## src/rtl/vcc_sup_pkg.sv

```systemverilog
package vcc_sup_pkg;

   typedef enum logic [2:0] {
      ST_FRESH   = 3'd0,
      ST_NORMAL  = 3'd1,
      ST_PROT    = 3'd2,
      ST_BACKUP  = 3'd3,
      ST_RECOVER = 3'd4
   } sup_state_e;

   localparam int STATUS_W = 3;

endpackage

```

## src/rtl/vcc_sup_classify.sv

```systemverilog
// Maps the current state and one supply sample to the state that sample
// argues for. Comparisons are strict on both sides.
module vcc_sup_classify
   import vcc_sup_pkg::*;
#(
   parameter int VW       = 16,
   parameter int FULL_MV  = 3000,
   parameter int SW_DN_MV = 2900,
   parameter int SW_UP_MV = 2500
) (
   input  sup_state_e      cur,
   input  logic [VW-1:0]   vcc_mv,
   output sup_state_e      cand
);

   localparam logic [VW-1:0] FULL_C = VW'(FULL_MV);
   localparam logic [VW-1:0] DN_C   = VW'(SW_DN_MV);
   localparam logic [VW-1:0] UP_C   = VW'(SW_UP_MV);

   logic above_full, below_full, below_dn, above_up, below_up;

   always_comb begin
      above_full = vcc_mv > FULL_C;
      below_full = vcc_mv < FULL_C;
      below_dn   = vcc_mv < DN_C;
      above_up   = vcc_mv > UP_C;
      below_up   = vcc_mv < UP_C;
   end

   always_comb begin
      cand = cur;
      unique case (cur)
         ST_FRESH:   if (above_full) cand = ST_NORMAL;
         ST_NORMAL:  if (below_full) cand = ST_PROT;
         ST_PROT: begin
            if (below_dn)        cand = ST_BACKUP;
            else if (above_full) cand = ST_NORMAL;
         end
         ST_BACKUP:  if (above_up) cand = ST_RECOVER;
         ST_RECOVER: begin
            if (above_full)    cand = ST_NORMAL;
            else if (below_up) cand = ST_BACKUP;
         end
         default:    cand = ST_FRESH;
      endcase
   end

endmodule

```

## src/rtl/vcc_sup_qualify.sv

```systemverilog
// Debounce: fires once DEB consecutive valid samples agree on the same
// target that differs from the current state.
module vcc_sup_qualify
   import vcc_sup_pkg::*;
#(
   parameter int DEB = 3
) (
   input  logic        clk,
   input  logic        rst_n,
   input  logic        valid,
   input  sup_state_e  cur,
   input  sup_state_e  cand,
   output logic        fire
);

   generate
      if (DEB <= 1) begin : g_direct
         always_comb fire = valid && (cand != cur);
      end else begin : g_count
         localparam int CW = $clog2(DEB + 1);
         localparam logic [CW-1:0] LAST_STEP = CW'(DEB - 1);

         logic [CW-1:0] cnt;
         sup_state_e    last;
         logic [CW-1:0] run;

         always_comb begin
            run  = (cand == last && cnt != '0) ? cnt : '0;
            fire = valid && (cand != cur) && (run == LAST_STEP);
         end

         always_ff @(posedge clk or negedge rst_n) begin
            if (!rst_n) begin
               cnt  <= '0;
               last <= ST_FRESH;
            end else if (valid) begin
               last <= cand;
               if (fire || cand == cur) cnt <= '0;
               else                     cnt <= run + CW'(1);
            end
         end
      end
   endgenerate

endmodule

```

## src/rtl/vcc_supervisor.sv

```systemverilog
module vcc_supervisor
   import vcc_sup_pkg::*;
#(
   parameter int VW       = 16,
   parameter int FULL_MV  = 3000,
   parameter int SW_DN_MV = 2900,
   parameter int SW_UP_MV = 2500,
   parameter int DEB      = 3
) (
   input  logic            clk,
   input  logic            rst_n,
   input  logic            sample_valid,
   input  logic [VW-1:0]   vcc_mv,
   output logic            use_backup,
   output logic            wr_protect,
   output logic            in_ignore,
   output logic            out_hiz,
   output logic [2:0]      status
);

   generate
      if (VW < 12 || VW > 32) begin : g_bad_vw
         $fatal(1, "vcc_supervisor: VW out of range");
      end
      if (!(SW_UP_MV < SW_DN_MV && SW_DN_MV <= FULL_MV)) begin : g_bad_thr
         $fatal(1, "vcc_supervisor: thresholds must satisfy UP < DN <= FULL");
      end
      if (FULL_MV >= (1 << VW)) begin : g_bad_range
         $fatal(1, "vcc_supervisor: FULL_MV does not fit in VW bits");
      end
      if (DEB < 1) begin : g_bad_deb
         $fatal(1, "vcc_supervisor: DEB must be at least 1");
      end
   endgenerate

   sup_state_e st, cand;
   logic       fire;

   vcc_sup_classify #(
      .VW(VW), .FULL_MV(FULL_MV), .SW_DN_MV(SW_DN_MV), .SW_UP_MV(SW_UP_MV)
   ) u_cls (
      .cur   (st),
      .vcc_mv(vcc_mv),
      .cand  (cand)
   );

   vcc_sup_qualify #(.DEB(DEB)) u_qual (
      .clk  (clk),
      .rst_n(rst_n),
      .valid(sample_valid),
      .cur  (st),
      .cand (cand),
      .fire (fire)
   );

   always_ff @(posedge clk or negedge rst_n) begin
      if (!rst_n)    st <= ST_FRESH;
      else if (fire) st <= cand;
   end

   always_comb begin
      status     = st;
      use_backup = (st == ST_BACKUP);
      wr_protect = (st != ST_NORMAL);
      in_ignore  = (st != ST_NORMAL);
      out_hiz    = (st != ST_NORMAL);
   end

endmodule

```

## config.mk

```make
export PLATFORM = sky130hd
export DESIGN_NAME = vcc_supervisor
export DESIGN_NICKNAME = d
export VERILOG_FILES = /design/src/rtl/vcc_sup_pkg.sv /design/src/rtl/vcc_sup_classify.sv /design/src/rtl/vcc_sup_qualify.sv /design/src/rtl/vcc_supervisor.sv
export SDC_FILE = /design/constraint.sdc
export NUM_CORES = 1
export LEC_CHECK = 0
export ABC_AREA = 1
export ABC_CLOCK_PERIOD_IN_PS = 2300
export BUFFER_PORTS_ARGS = -buffer_cell sky130_fd_sc_hd__buf_2
export CORE_ASPECT_RATIO = 1.25
export CORE_MARGIN = 4
export CORE_UTILIZATION = 50
export CTS_CLUSTER_DIAMETER = 150
export CTS_CLUSTER_SIZE = 8
export DETAILED_ROUTE_END_ITERATION = 7
export PLACE_DENSITY_LB_ADDON = 0.25
export SYNTH_ARGS = -nofsm -noshare
export SYNTH_HDL_FRONTEND = slang
export SYNTH_SLANG_ARGS = --single-unit
export TNS_END_PERCENT = 5
```

## constraint.sdc

```tcl
create_clock -name clk -period 2.3 [get_ports clk]
set_input_delay 0.345 -clock clk [delete_from_list [all_inputs] [get_ports clk]]
set_output_delay 0.345 -clock clk [all_outputs]
set_load 0.01 [all_outputs]
```

==> Word-level counts from Yosys, hierarchy flattened <==
Cells that the tools add are included.
{ "classes": {"add_sub_neg": 1, "magnitude_cmp": 5, "eq_ne": 9, "muxes": 9, "n_reduce_logical": 6} }
{ "op_table": {"columns": ["op", "count"], "rows": [
  ["$lt 16x12->1 const B", 3],
  ["$gt 16x12->1 const B", 2],
  ["$mux 3", 6],
  ["$pmux 3 s5", 1],
  ["$eq 3x2->1 const B", 2],
  ["$eq 3x3->1", 2],
  ["$mux 2", 2],
  ["$eq 3x1->1 const B", 1],
  ["$eq 3x3->1 const B", 1],
  ["$logic_and 1x1->1", 3],
  ["$logic_not 3->1", 1],
  ["$ne 3x1->1 const B", 1],
  ["$ne 3x3->1", 1],
  ["$add 2x1->2 const B", 1],
  ["$eq 2x2->1 const B", 1],
  ["$reduce_bool 2->1", 1],
  ["$logic_or 1x1->1", 1]
]} }
{ "totals": {"ff_bits": 8, "in_bits": 19, "word_cells": 33} }

==> Longest topological paths before layout <==
Gate-level depths: netlist of the first run.
{ "logic_depth": {"depth_word": 11, "mapped_depth": 20} }

==> Cells and area by module <==
From an unflattened synthesis of the first run, not the netlist that was laid out.
{ "unflattened": {"cells_unflattened": 147, "hier_area_um2": 862.1} }
{ "modules_own_cells": {"columns": ["module", "n_inst", "cells_per_inst", "area_each_um2", "seq_area_each_um2"], "rows": [
  ["vcc_sup_qualify", 1, 53, 365.4, 125.1],
  ["vcc_sup_classify", 1, 74, 349.1, 0.0],
  ["vcc_supervisor", 1, 20, 147.6, 75.1]
]} }

==> Least setup slack after synthesis of the first run <==
Ideal clock, no wire load.
{ "synth_timing": {"path_type": "input-to-reg", "start": "in vcc_mv[13]", "end": "reg u_qual.g_count.cnt[1]", "setup_ps": 80, "arrival_ps": 2005, "t_required_ps": 2220, "path_slack_ps": 215, "cell_stages": 15, "path_cell_list": "nor2_1 > nand2_1 > a21oi_1 > nand2_2 > nand2_2 > nand2_1 > nand2_1 > nand2_2 > nand2_2 > nand2_1 > nand2_2 > nand4_2 > ha_1 > or2_2 > o22ai_2"} }
{ "synth_via": {"elab_chain_len": 11} }
{ "synth_rtl": {"columns": ["item", "line", "source"], "rows": [
  ["start, declared", "vcc_supervisor.sv:13", "input logic [VW-1:0] vcc_mv,"],
  ["$lt 16x12->1 / $gt 16x12->1 (equally long branches)", "vcc_sup_classify.sv:27, vcc_sup_classify.sv:23", null],
  ["$mux 3 (on tied branches)", "vcc_sup_classify.sv:42, vcc_sup_classify.sv:33, vcc_sup_classify.sv:37", null],
  ["$mux 3 (on tied branches)", "vcc_sup_classify.sv:41, vcc_sup_classify.sv:36", null],
  ["$pmux 3 s5 (*)", "vcc_sup_classify.sv:32", "unique case (cur)"],
  ["$eq 3x3->1", "vcc_sup_qualify.sv:28", "run = (cand == last && cnt != '0) ? cnt : '0;"],
  ["$logic_and 1x1->1", "vcc_sup_qualify.sv:28", null],
  ["$mux 2", "vcc_sup_qualify.sv:28", null],
  ["$eq 2x2->1", "vcc_sup_qualify.sv:29", "fire = valid && (cand != cur) && (run == LAST_STEP);"],
  ["$logic_and 1x1->1", "vcc_sup_qualify.sv:29", null],
  ["$logic_or 1x1->1", "vcc_sup_qualify.sv:38", "if (fire || cand == cur) cnt <= '0;"],
  ["$mux 2 (*)", "vcc_sup_qualify.sv:38", null],
  ["end signal, assigned", "vcc_sup_qualify.sv:39", "else cnt <= run + CW'(1);"],
  ["end, declared", "vcc_sup_qualify.sv:23", "logic [CW-1:0] cnt;"]
]} }
Mark *: on every way between the ends. The rest lies on a longest branch, timed or not.
A chain may end at the register's enable or synchronous reset.

==> Worst setup path in the final report of the first run <==
{ "layout_timing": {"start": "reg st[2], in the netlist status[2]", "end": "reg u_qual.g_count.cnt[1]"} }
{ "layout_via": {"elab_chain_len": 10} }
{ "layout_rtl": {"columns": ["item", "line", "source"], "rows": [
  ["start, declared", "vcc_supervisor.sv:36", "sup_state_e st, cand;"],
  ["start signal, assigned", "vcc_supervisor.sv:58", "else if (fire) st <= cand;"],
  ["$mux 3 (on tied branches)", "vcc_sup_classify.sv:42, vcc_sup_classify.sv:33, vcc_sup_classify.sv:37", null],
  ["$mux 3 (on tied branches)", "vcc_sup_classify.sv:41, vcc_sup_classify.sv:36", null],
  ["$pmux 3 s5", "vcc_sup_classify.sv:32", null],
  ["$eq 3x3->1", "vcc_sup_qualify.sv:28", null],
  ["$logic_and 1x1->1", "vcc_sup_qualify.sv:28", null],
  ["$mux 2", "vcc_sup_qualify.sv:28", null],
  ["$eq 2x2->1", "vcc_sup_qualify.sv:29", null],
  ["$logic_and 1x1->1", "vcc_sup_qualify.sv:29", null],
  ["$logic_or 1x1->1", "vcc_sup_qualify.sv:38", null],
  ["$mux 2 (*)", "vcc_sup_qualify.sv:38", null]
]} }
Marked as above.

==> results.json, run 1 <==
{
  "yosysUniqueCellTypes": 22,
  "cp-start-kind": "flip-flop",
  "overflow": 0,
  "p_sw_mw": 0.4348,
  "arrival_ns": 2.28,
  "synth_warnings": 0,
  "synth_top_area_share_pct": 24.28,
  "multi_input_area_sq_um": 541.8,
  "syn_avg_cell_area_sq_um": 5.890,
  "cpPeakStageDelay_ns": 0.41,
  "hp-class": "primary input to flip-flop",
  "root_buffer": "clkbuf_4",
  "num_rows": 16,
  "place_inst": 184,
  "grt_usage_pct": 18.95,
  "drtPass1Iterations": 4,
  "place_congestion": 0.8191,
  "dieWidth_microns": 44.32,
  "fmax_mhz": 475.3,
  "worstMarginPinSlew_ns": 0.2903,
  "fin_skew_ns": 0.005714,
  "grt_max_degree": 11,
  "power_leakage_nw": 0.5687,
  "seq_power_share_pct": 24.3,
  "antenna_found_initial": 0,
  "drive_above_1_share_pct": 34.50,
  "power_frac_clock_pct": 11.8,
  "cp_max_fo": 4,
  "required_ns": 2.48,
  "setup_viol": 0,
  "n_antenna_cell": 0,
  "maxSlewViolCount": 0,
  "slowest_stage": "dfrtp_1",
  "hpwl_microns": 1611,
  "register_area_sq_um": 201.4,
  "die-area_sq_mm": 0.002367,
  "wirelength_microns": 1958,
  "final_nets": 193,
  "io_buffers": 25,
  "drc": 0,
  "ant_nets": 0,
  "htreeDepth": 1,
  "syn-num-nets": 160,
  "grt_pass1_wl_microns": 3422,
  "max-cap-violations": 0,
  "insertion_delay_ns": 0.25,
  "synth_top_cell_by_area": "dfrtp_1",
  "finalCritPeriodShare_pct": 91.47,
  "fin_area_sq_mm": 0.001032,
  "fin_cells": 189,
  "synth_area_sq_um": 824.5,
  "finish.utilization_pct": 66.11,
  "area.growth.synth_to_final_pct": 25.19,
  "fill_cells": 146,
  "grt_setup_unrepaired": "no",
  "via_per_inst": 5.005,
  "final_common_cell": "nand2_1",
  "synth-seq-cells": 8,
  "clock-sinks": 8,
  "drtIter0Drc": 24,
  "internal_power_mw": 0.4974,
  "layout_common_cells": "nand2_1, buf_2, nor2_1",
  "crit_top_cell": "nor2_1",
  "swShare_pct": 46.64,
  "die_y_microns": 53.40,
  "cts_tree": "done",
  "vdd_drop_max_mv": 0.6409,
  "cts_buffers": 3,
  "status": "complete, no violations",
  "syn_inst": 140,
  "cts_buffer_depth": 2,
  "relSlewSlack_pct": 80.50,
  "clkTransAtPathRegs_ns": 0.06,
  "first_global_vias": 850,
  "path_class": "flip-flop to flip-flop",
  "cp-end-kind": "flip-flop",
  "power.density_mw_per_mm2": 903.2,
  "synth.area.top_cells": "dfrtp_1, nand2_1, nor2_1",
  "cp_cell_sequence": "inv_1 -> nand2_1 -> nor2_1 -> inv_1 -> nor2_1 -> nor2_2 -> nand2_2 -> nand2_1 -> nand2_2 -> nand3_1 -> nor2_1 -> ha_1 -> or2_2 -> o22ai_2",
  "yosysSeqAreaShare_pct": 24.28,
  "hold_viol": 0,
  "setup_tns_ns": 0,
  "io_pins": 26,
  "power_frac_comb_pct": 63.9,
  "period_minus_slack_ns": 2.104,
  "initial_core_util_pct": 52.80,
  "via_count": 946,
  "worst_slack_ns": 0.1962,
  "post_dp_cell_area_sq_um": 979.7,
  "wl_per_cell_microns": 10.36,
  "pre_cts_ws_ns": -0.04414,
  "coreArea_sq_mm": 0.001562
}
## synthesized netlist by cell type
cell and n:
nand3_1 13, nor3_1 1, nand3_2 1, a21oi_2 1
o22ai_2 1, nor3_2 1, ha_1 1, nor2_1 21
or2_2 1, o21ai_0 6, o21a_1 1, nand2_2 10
buf_4 3, nand4_1 1, a21oi_1 1, nand3b_1 1
dfrtp_1 8, nand2_1 44, nand4_2 1, inv_1 18
inv_2 1, nor2_2 4
## registers in the layout, summed over array words and instances (netlist names)
name                 flops
u_qual.g_count.cnt       2
status                   3
u_qual.g_count.last      3
## power groups by stage
| stage | logic, mW | registers, mW | clock network, mW |
|---|---|---|---|
| after detailed placement | 0.564 | 0.235 | 0 |
| after global placement | 0.545 | 0.234 | 0 |
| after floorplan | 0.390 | 0.241 | 0 |
| after global routing | 0.683 | 0.235 | 0.117 |
| final | 0.595 | 0.227 | 0.110 |
| after CTS | 0.568 | 0.233 | 0.109 |
## path summary, 6_finish.rpt
check	startpoint	end	slack, ns	depth (start not counted)
worst max-delay path	status[2]$_DFFE_PN0P_	u_qual.g_count.cnt[1]$_DFFE_PN0P_	0.20	14
worst min-delay path	sample_valid	u_qual.g_count.cnt[1]$_DFFE_PN0P_	0.41	2
worst max register to register	status[2]$_DFFE_PN0P_	u_qual.g_count.cnt[1]$_DFFE_PN0P_	0.20	14
worst min register to register	status[2]$_DFFE_PN0P_	status[2]$_DFFE_PN0P_	0.53	2
max in group asynchronous	rst_n	status[0]$_DFFE_PN0P_	1.66	2
min in group asynchronous	rst_n	status[2]$_DFFE_PN0P_	0.45	2
## repair_timing
item                       in CTS  in global routing
setup endpoints to repair       0                  5
hold buffers                    1                  0
hold endpoints to repair        8                  0
resized for setup               0                  5
setup buffers                   0                  1
## critical path, delay by kind of cell, from the launching register on
kind / cells / cell delay, ns
adder cells (fa/ha/maj): 1 / 0.23
buffers and inverters: 2 / 0.19
AO/OA/AOI/OAI: 1 / 0.11
AND/OR/NAND/NOR: 10 / 1.08
flip-flops: 1 / 0.41
## through the flow
stage / total power, mW / hold WS [ns]
floorplan: 0.6303 / 0.04941
global placement: 0.7792 / 0.1944
detailed placement: 0.7995 / 0.1960
CTS: 0.9098 / 0.4087
global route: 1.035 / 0.4481
finish: 0.9323 / 0.4132
## metal layers
| layer | vias up | routed length [microns] | global-route usage (%) | part of all wire, % |
|---|---|---|---|---|
| li1 | 501 | - | - | - |
| met1 | 419 | 838 | 24.69 | 43 |
| met2 | 24 | 996 | 32.77 | 51 |
| met3 | 2 | 116 | 3.061 | 5.9 |
| met4 | 0 | 7 | 3.015 | 0.36 |
| met5 | - | 0 | 0 | 0 |
## cells by family after synthesis
| kind of cell | count (synthesis) | synth area share [%] |
|---|---|---|
| simple gates | 99 | 55.08 |
| buf+inv | 22 | 11.38 |
| compound gates | 10 | 7.739 |
| flops | 8 | 24.28 |
| fa+ha+maj | 1 | 1.517 |
## final cells by class
| type | instances | area share (%) |
|---|---|---|
| multi-input cells | 110 | 52.48 |
| flip-flops and latches | 8 | 19.52 |
| repair buffers | 31 | 16.73 |
| inverters | 19 | 6.909 |
| clock buffers | 3 | 2.182 |
| well taps | 18 | 2.182 |
Note: power is estimated with default switching activity, not from simulation.
==> run 2: changes to the inputs <==
--- a/config.mk
+++ b/config.mk
@@ -8,7 +8,7 @@
 export ABC_AREA = 1
 export ABC_CLOCK_PERIOD_IN_PS = 2300
 export BUFFER_PORTS_ARGS = -buffer_cell sky130_fd_sc_hd__buf_2
-export CORE_ASPECT_RATIO = 1.25
+export CORE_ASPECT_RATIO = 1.1
 export CORE_MARGIN = 4
 export CORE_UTILIZATION = 50
 export CTS_CLUSTER_DIAMETER = 150
==> run 2 against run 1 <==
Final area shrank 1.1%. Critical path type unchanged. Clock skew shrank 0.0042 ns. Sequential power grew 7%. Count of clock-buffer cells in the layout is the same. Routed wire length shrank 4.7%. Sequential share of layout area grew 0.34 points. Final cell count shrank 1.6%. Largest cell class unchanged. Largest power group unchanged. Non-clock buffer count shrank 2.
==> results.json, run 2 (synthesis results as in run 1) <==
{
  "coreArea_sq_mm": 0.001558,
  "total_power_mw": 0.9080,
  "clock-sinks": 8,
  "num_rows": 15,
  "grt_setup_unrepaired": "yes",
  "internal_power_mw": 0.4806,
  "insertion_delay_ns": 0.25,
  "wirelength_microns": 1865,
  "worstMarginPinSlew_ns": 0.2905,
  "drtPass1Iterations": 3,
  "drtIter0Drc": 15,
  "pre_cts_ws_ns": -0.05090,
  "setup_viol": 0,
  "drc": 0,
  "root_buffer": "clkbuf_4",
  "fin_skew_ns": 0.001500,
  "maxSlewViolCount": 0,
  "area.growth.synth_to_final_pct": 23.82,
  "drive_above_1_share_pct": 36.09,
  "fmax_mhz": 480.0,
  "final_common_cell": "nand2_1",
  "cts_buffers": 3,
  "finalCritPeriodShare_pct": 90.57,
  "p_sw_mw": 0.4274,
  "seq_power_share_pct": 26.9,
  "htreeDepth": 1,
  "power_leakage_nw": 0.5556,
  "status": "complete, no violations",
  "via_per_inst": 4.887,
  "cp_max_fo": 7,
  "hold_viol": 0,
  "cp-end-kind": "flip-flop",
  "first_global_vias": 834,
  "antenna_found_initial": 0,
  "fill_cells": 157,
  "grt_pass1_wl_microns": 3063,
  "via_count": 909,
  "max-cap-violations": 0,
  "multi_input_area_sq_um": 545.5,
  "worst_slack_ns": 0.2169,
  "io_pins": 26,
  "period_minus_slack_ns": 2.083,
  "cp-start-kind": "flip-flop",
  "ant_nets": 0,
  "wl_per_cell_microns": 10.03,
  "die-area_sq_mm": 0.002364,
  "grt_max_degree": 11,
  "io_buffers": 25,
  "layout_common_cells": "nand2_1, buf_2, inv_1",
  "place_congestion": 0.8915,
  "power.density_mw_per_mm2": 889.3,
  "power_frac_comb_pct": 61.6,
  "n_antenna_cell": 0,
  "grt_usage_pct": 17.59,
  "register_area_sq_um": 202.7,
  "clkTransAtPathRegs_ns": 0.05,
  "required_ns": 2.47,
  "vdd_drop_max_mv": 0.6388,
  "cts_buffer_depth": 2,
  "swShare_pct": 47.07,
  "relSlewSlack_pct": 80.48,
  "path_class": "flip-flop to flip-flop",
  "hpwl_microns": 1622,
  "final_nets": 191,
  "die_y_microns": 50.59,
  "dieWidth_microns": 46.72,
  "initial_core_util_pct": 52.93,
  "arrival_ns": 2.26,
  "overflow": 0,
  "power_frac_clock_pct": 11.6,
  "hp-class": "primary input to flip-flop",
  "cts_tree": "done"
}
==> run 2: cell types whose count changed in the layout (fill, tap and decap cells not counted) <==
| cell | before | now |
|---|---|---|
| a21oi_1 | 0 | 1 |
| a21oi_2 | 2 | 1 |
| buf_4 | 5 | 3 |
| dfrtp_1 | 7 | 6 |
| dfrtp_2 | 1 | 2 |
| inv_1 | 18 | 17 |
| inv_2 | 1 | 2 |
| nor2_1 | 19 | 16 |
| nor2_2 | 6 | 9 |
==> run 2: power by group through the flow <==
stage | sequential, mW | clock (mW) | combinational [mW]
final | 0.244 | 0.105 | 0.559
after global routing | 0.254 | 0.117 | 0.627
after CTS | 0.238 | 0.109 | 0.545
after detailed placement | 0.241 | 0 | 0.540
after global placement | 0.239 | 0 | 0.530
after floorplan | 0.241 | 0 | 0.390
==> run 2: area by class of cell <==
| class | instances | share of cell area (%) |
|---|---|---|
| repair buffers | 29 | 15.44 |
| well taps | 17 | 2.083 |
| multi-input cells | 110 | 53.43 |
| clock buffers | 3 | 2.206 |
| flip-flops and latches | 8 | 19.85 |
| inverters | 19 | 6.985 |
==> run 2: repair_timing <==
item | 4_1_cts | 5_1_grt
hold buffers | 1 | 0
endpoints found under the setup margin | 0 | 5
resized for setup | 0 | 9
buffers inserted | 0 | 0
endpoints found under the hold margin | 8 | 0
==> run 2: per-layer routing <==
| metal | track usage, % | up-vias | routed length, microns |
|---|---|---|---|
| met5 | 0 | - | 0 |
| met4 | 9.677 | 0 | 43 |
| met3 | 1.075 | 5 | 63 |
| met2 | 33.26 | 13 | 1012 |
| met1 | 17.84 | 395 | 745 |
| li1 | - | 496 | - |
==> run 2: metrics by stage <==
step | std cells | utilization (%) | area (sq um) | setup TNS, ns | hold WS [ns]
2_1_floorplan | 140 | - | 824.5 | 0 | 0.04941
3_3_place_gp | 182 | 62.33 | 970.9 | 0 | 0.1938
3_5_place_dp | 182 | 62.33 | 970.9 | -0.1124 | 0.1949
4_1_cts | 186 | 64.42 | 1003 | 0 | 0.4033
5_1_grt | 186 | 65.54 | 1021 | 0 | 0.4263
6_report | 186 | 65.54 | 1021 | 0 | 0.4164
==> run 2: final timing paths <==
| kind | end | slack (ns) | depth (start not counted) | startpoint |
|---|---|---|---|---|
| min | u_qual.g_count.cnt[1]$_DFFE_PN0P_ | 0.42 | 2 | sample_valid |
| min reg2reg | u_qual.g_count.cnt[0]$_DFFE_PN0P_ | 0.53 | 2 | u_qual.g_count.cnt[0]$_DFFE_PN0P_ |
| min in group asynchronous | status[2]$_DFFE_PN0P_ | 0.46 | 2 | rst_n |
| max | u_qual.g_count.cnt[1]$_DFFE_PN0P_ | 0.22 | 13 | status[0]$_DFFE_PN0P_ |
| max reg2reg | u_qual.g_count.cnt[1]$_DFFE_PN0P_ | 0.22 | 13 | status[0]$_DFFE_PN0P_ |
| max in group asynchronous | status[0]$_DFFE_PN0P_ | 1.66 | 2 | rst_n |
==> run 2: critical path: stages, from the launching register on <==
cell and delay [ns]:
dfrtp_2 0.45, nor2_1 0.10, inv_1 0.07, nor2_2 0.09, inv_1 0.04, nor2_1 0.09, nand2_1 0.07, nand3_1 0.07
nand2_1 0.07, nor2_2 0.12, nand4_2 0.13, ha_1 0.29, or2_2 0.30, o22ai_2 0.12
==> run 3: changes to the inputs <==
--- a/config.mk
+++ b/config.mk
@@ -7,7 +7,7 @@
 export LEC_CHECK = 0
 export ABC_AREA = 1
 export ABC_CLOCK_PERIOD_IN_PS = 2300
-export BUFFER_PORTS_ARGS = -buffer_cell sky130_fd_sc_hd__buf_2
+export BUFFER_PORTS_ARGS = -buffer_cell sky130_fd_sc_hd__buf_4
 export CORE_ASPECT_RATIO = 1.1
 export CORE_MARGIN = 4
 export CORE_UTILIZATION = 50
==> run 3 against run 2 <==
Clock skew up 0.0059 ns. Flip-flop and latch count unchanged. Sequential power shrank 5%. Clock power about the same. Die area did not move.
==> results.json, run 3 (synthesis results as in run 1) <==
{
  "worst_slack_ns": 0.1545,
  "antenna_found_initial": 0,
  "vdd_drop_max_mv": 0.6195,
  "first_global_vias": 874,
  "cts_buffers": 3,
  "cp_cell_sequence": "buf_4 -> inv_1 -> nor2_2 -> nand2_1 -> nand3_1 -> nor2_2 -> nand3_1 -> nand2_1 -> nand3_2 -> nor2_2 -> ha_1 -> or2_4 -> o22ai_2",
  "setup_viol": 0,
  "fmax_mhz": 466.1,
  "required_ns": 2.47,
  "setup_tns_ns": 0,
  "die-area_sq_mm": 0.002364,
  "clock-sinks": 8,
  "wirelength_microns": 2218,
  "hpwl_microns": 1687,
  "layout_common_cells": "nand2_1, buf_4, inv_1",
  "cts_buffer_depth": 2,
  "grt_pass1_wl_microns": 3367,
  "root_buffer": "clkbuf_4",
  "grt_usage_pct": 19.40,
  "drive_above_1_share_pct": 38.73,
  "path_class": "flip-flop to flip-flop",
  "power_leakage_nw": 0.6017,
  "io_pins": 26,
  "wl_per_cell_microns": 11.67,
  "grt_max_degree": 11,
  "place_inst": 182,
  "area.growth.synth_to_final_pct": 36.57,
  "ant_nets": 0,
  "final_common_cell": "nand2_1",
  "max-cap-violations": 0,
  "grt_setup_unrepaired": "yes",
  "n_antenna_cell": 0,
  "cp-start-kind": "flip-flop",
  "initial_core_util_pct": 52.93,
  "power.density_mw_per_mm2": 918.1,
  "worst_hold_slack_ns": 0.3675,
  "dieWidth_microns": 46.72,
  "drtPass1Iterations": 4,
  "fin_cells": 190,
  "io_buffers": 25,
  "cp-end-kind": "flip-flop",
  "htreeDepth": 1,
  "cp_max_fo": 4,
  "insertion_delay_ns": 0.25,
  "via_per_inst": 5.068,
  "finalCritPeriodShare_pct": 93.28,
  "slowest_stage": "dfrtp_2",
  "clkTransAtPathRegs_ns": 0.06,
  "drc": 0,
  "arrival_ns": 2.32,
  "pre_cts_ws_ns": -0.06767,
  "crit_top_cell": "nor2_2",
  "fin_skew_ns": 0.007376,
  "drtIter0Drc": 12,
  "place_congestion": 0.8669,
  "hp-class": "primary input to flip-flop",
  "num_rows": 15,
  "total_power_mw": 1.034,
  "cts_tree": "done",
  "hold_viol": 0,
  "cpPeakStageDelay_ns": 0.40,
  "period_minus_slack_ns": 2.146,
  "final_nets": 195,
  "overflow": 0,
  "maxSlewViolCount": 0,
  "die_y_microns": 50.59,
  "status": "complete, no violations",
  "via_count": 963,
  "worstMarginPinSlew_ns": 0.2832,
  "relSlewSlack_pct": 80.97,
  "coreArea_sq_mm": 0.001558
}
run 3: worst max-delay path: cells and delay by family (launching register included):
family                   cells  cell delay [ns]
AND/OR/NAND/NOR              9             1.07
buffers and inverters        2             0.27
AO/OA/AOI/OAI                1             0.10
adder cells (fa/ha/maj)      1             0.23
flip-flops                   1             0.40
run 3: layer usage:
layer | track usage, % | vias to the layer above | share of wire, %
met4 | 8.756 | 0 | 1.8
li1 | - | 500 | -
met5 | 0 | - | 0
met1 | 21.05 | 437 | 37
met3 | 1.075 | 4 | 4.0
met2 | 36.24 | 22 | 57
run 3: metrics by stage:
stage / util, % / area [sq um]
5_1_grt: 72.29 / 1126
6_report: 72.29 / 1126
3_3_place_gp: 66.35 / 1033
2_1_floorplan: - / 824.5
3_5_place_dp: 66.35 / 1033
4_1_cts: 68.43 / 1066
run 3: worst paths after layout:
check / end / slack (ns) / cells past startpoint / startpoint
max in group asynchronous: status[0]$_DFFE_PN0P_ / 1.69 / 2 / rst_n
min in group asynchronous: status[1]$_DFFE_PN0P_ / 0.48 / 2 / rst_n
worst min register to register: u_qual.g_count.cnt[0]$_DFFE_PN0P_ / 0.53 / 2 / u_qual.g_count.cnt[0]$_DFFE_PN0P_
worst max-delay path: u_qual.g_count.cnt[1]$_DFFE_PN0P_ / 0.15 / 13 / status[1]$_DFFE_PN0P_
worst max register to register: u_qual.g_count.cnt[1]$_DFFE_PN0P_ / 0.15 / 13 / status[1]$_DFFE_PN0P_
worst min-delay path: u_qual.g_count.cnt[1]$_DFFE_PN0P_ / 0.37 / 2 / sample_valid
run 3: cell type report:
class,count,area (sq um)
Multi-Input combinational cell,110,555.5
Fill cell,142,431.7
Timing Repair Buffer,33,250.2
Sequential cell,8,202.7
Inverter,19,73.82
Clock buffer,3,22.52
Tap cell,17,21.27
run 3: what timing repair did:
| action | 4_1_cts | 5_1_grt |
|---|---|---|
| endpoints found under the hold margin | 8 | 0 |
| hold buffers | 1 | 0 |
| gates resized for setup | 0 | 13 |
| setup endpoints to repair | 0 | 5 |
| buffers inserted | 0 | 4 |
run 3: report_power, final:
part,leakage (nW),internal (mW),switching (mW)
sequential,0.0991,0.193,0.0403
clock,0.0138,0.0597,0.0470
combinational,0.489,0.304,0.389
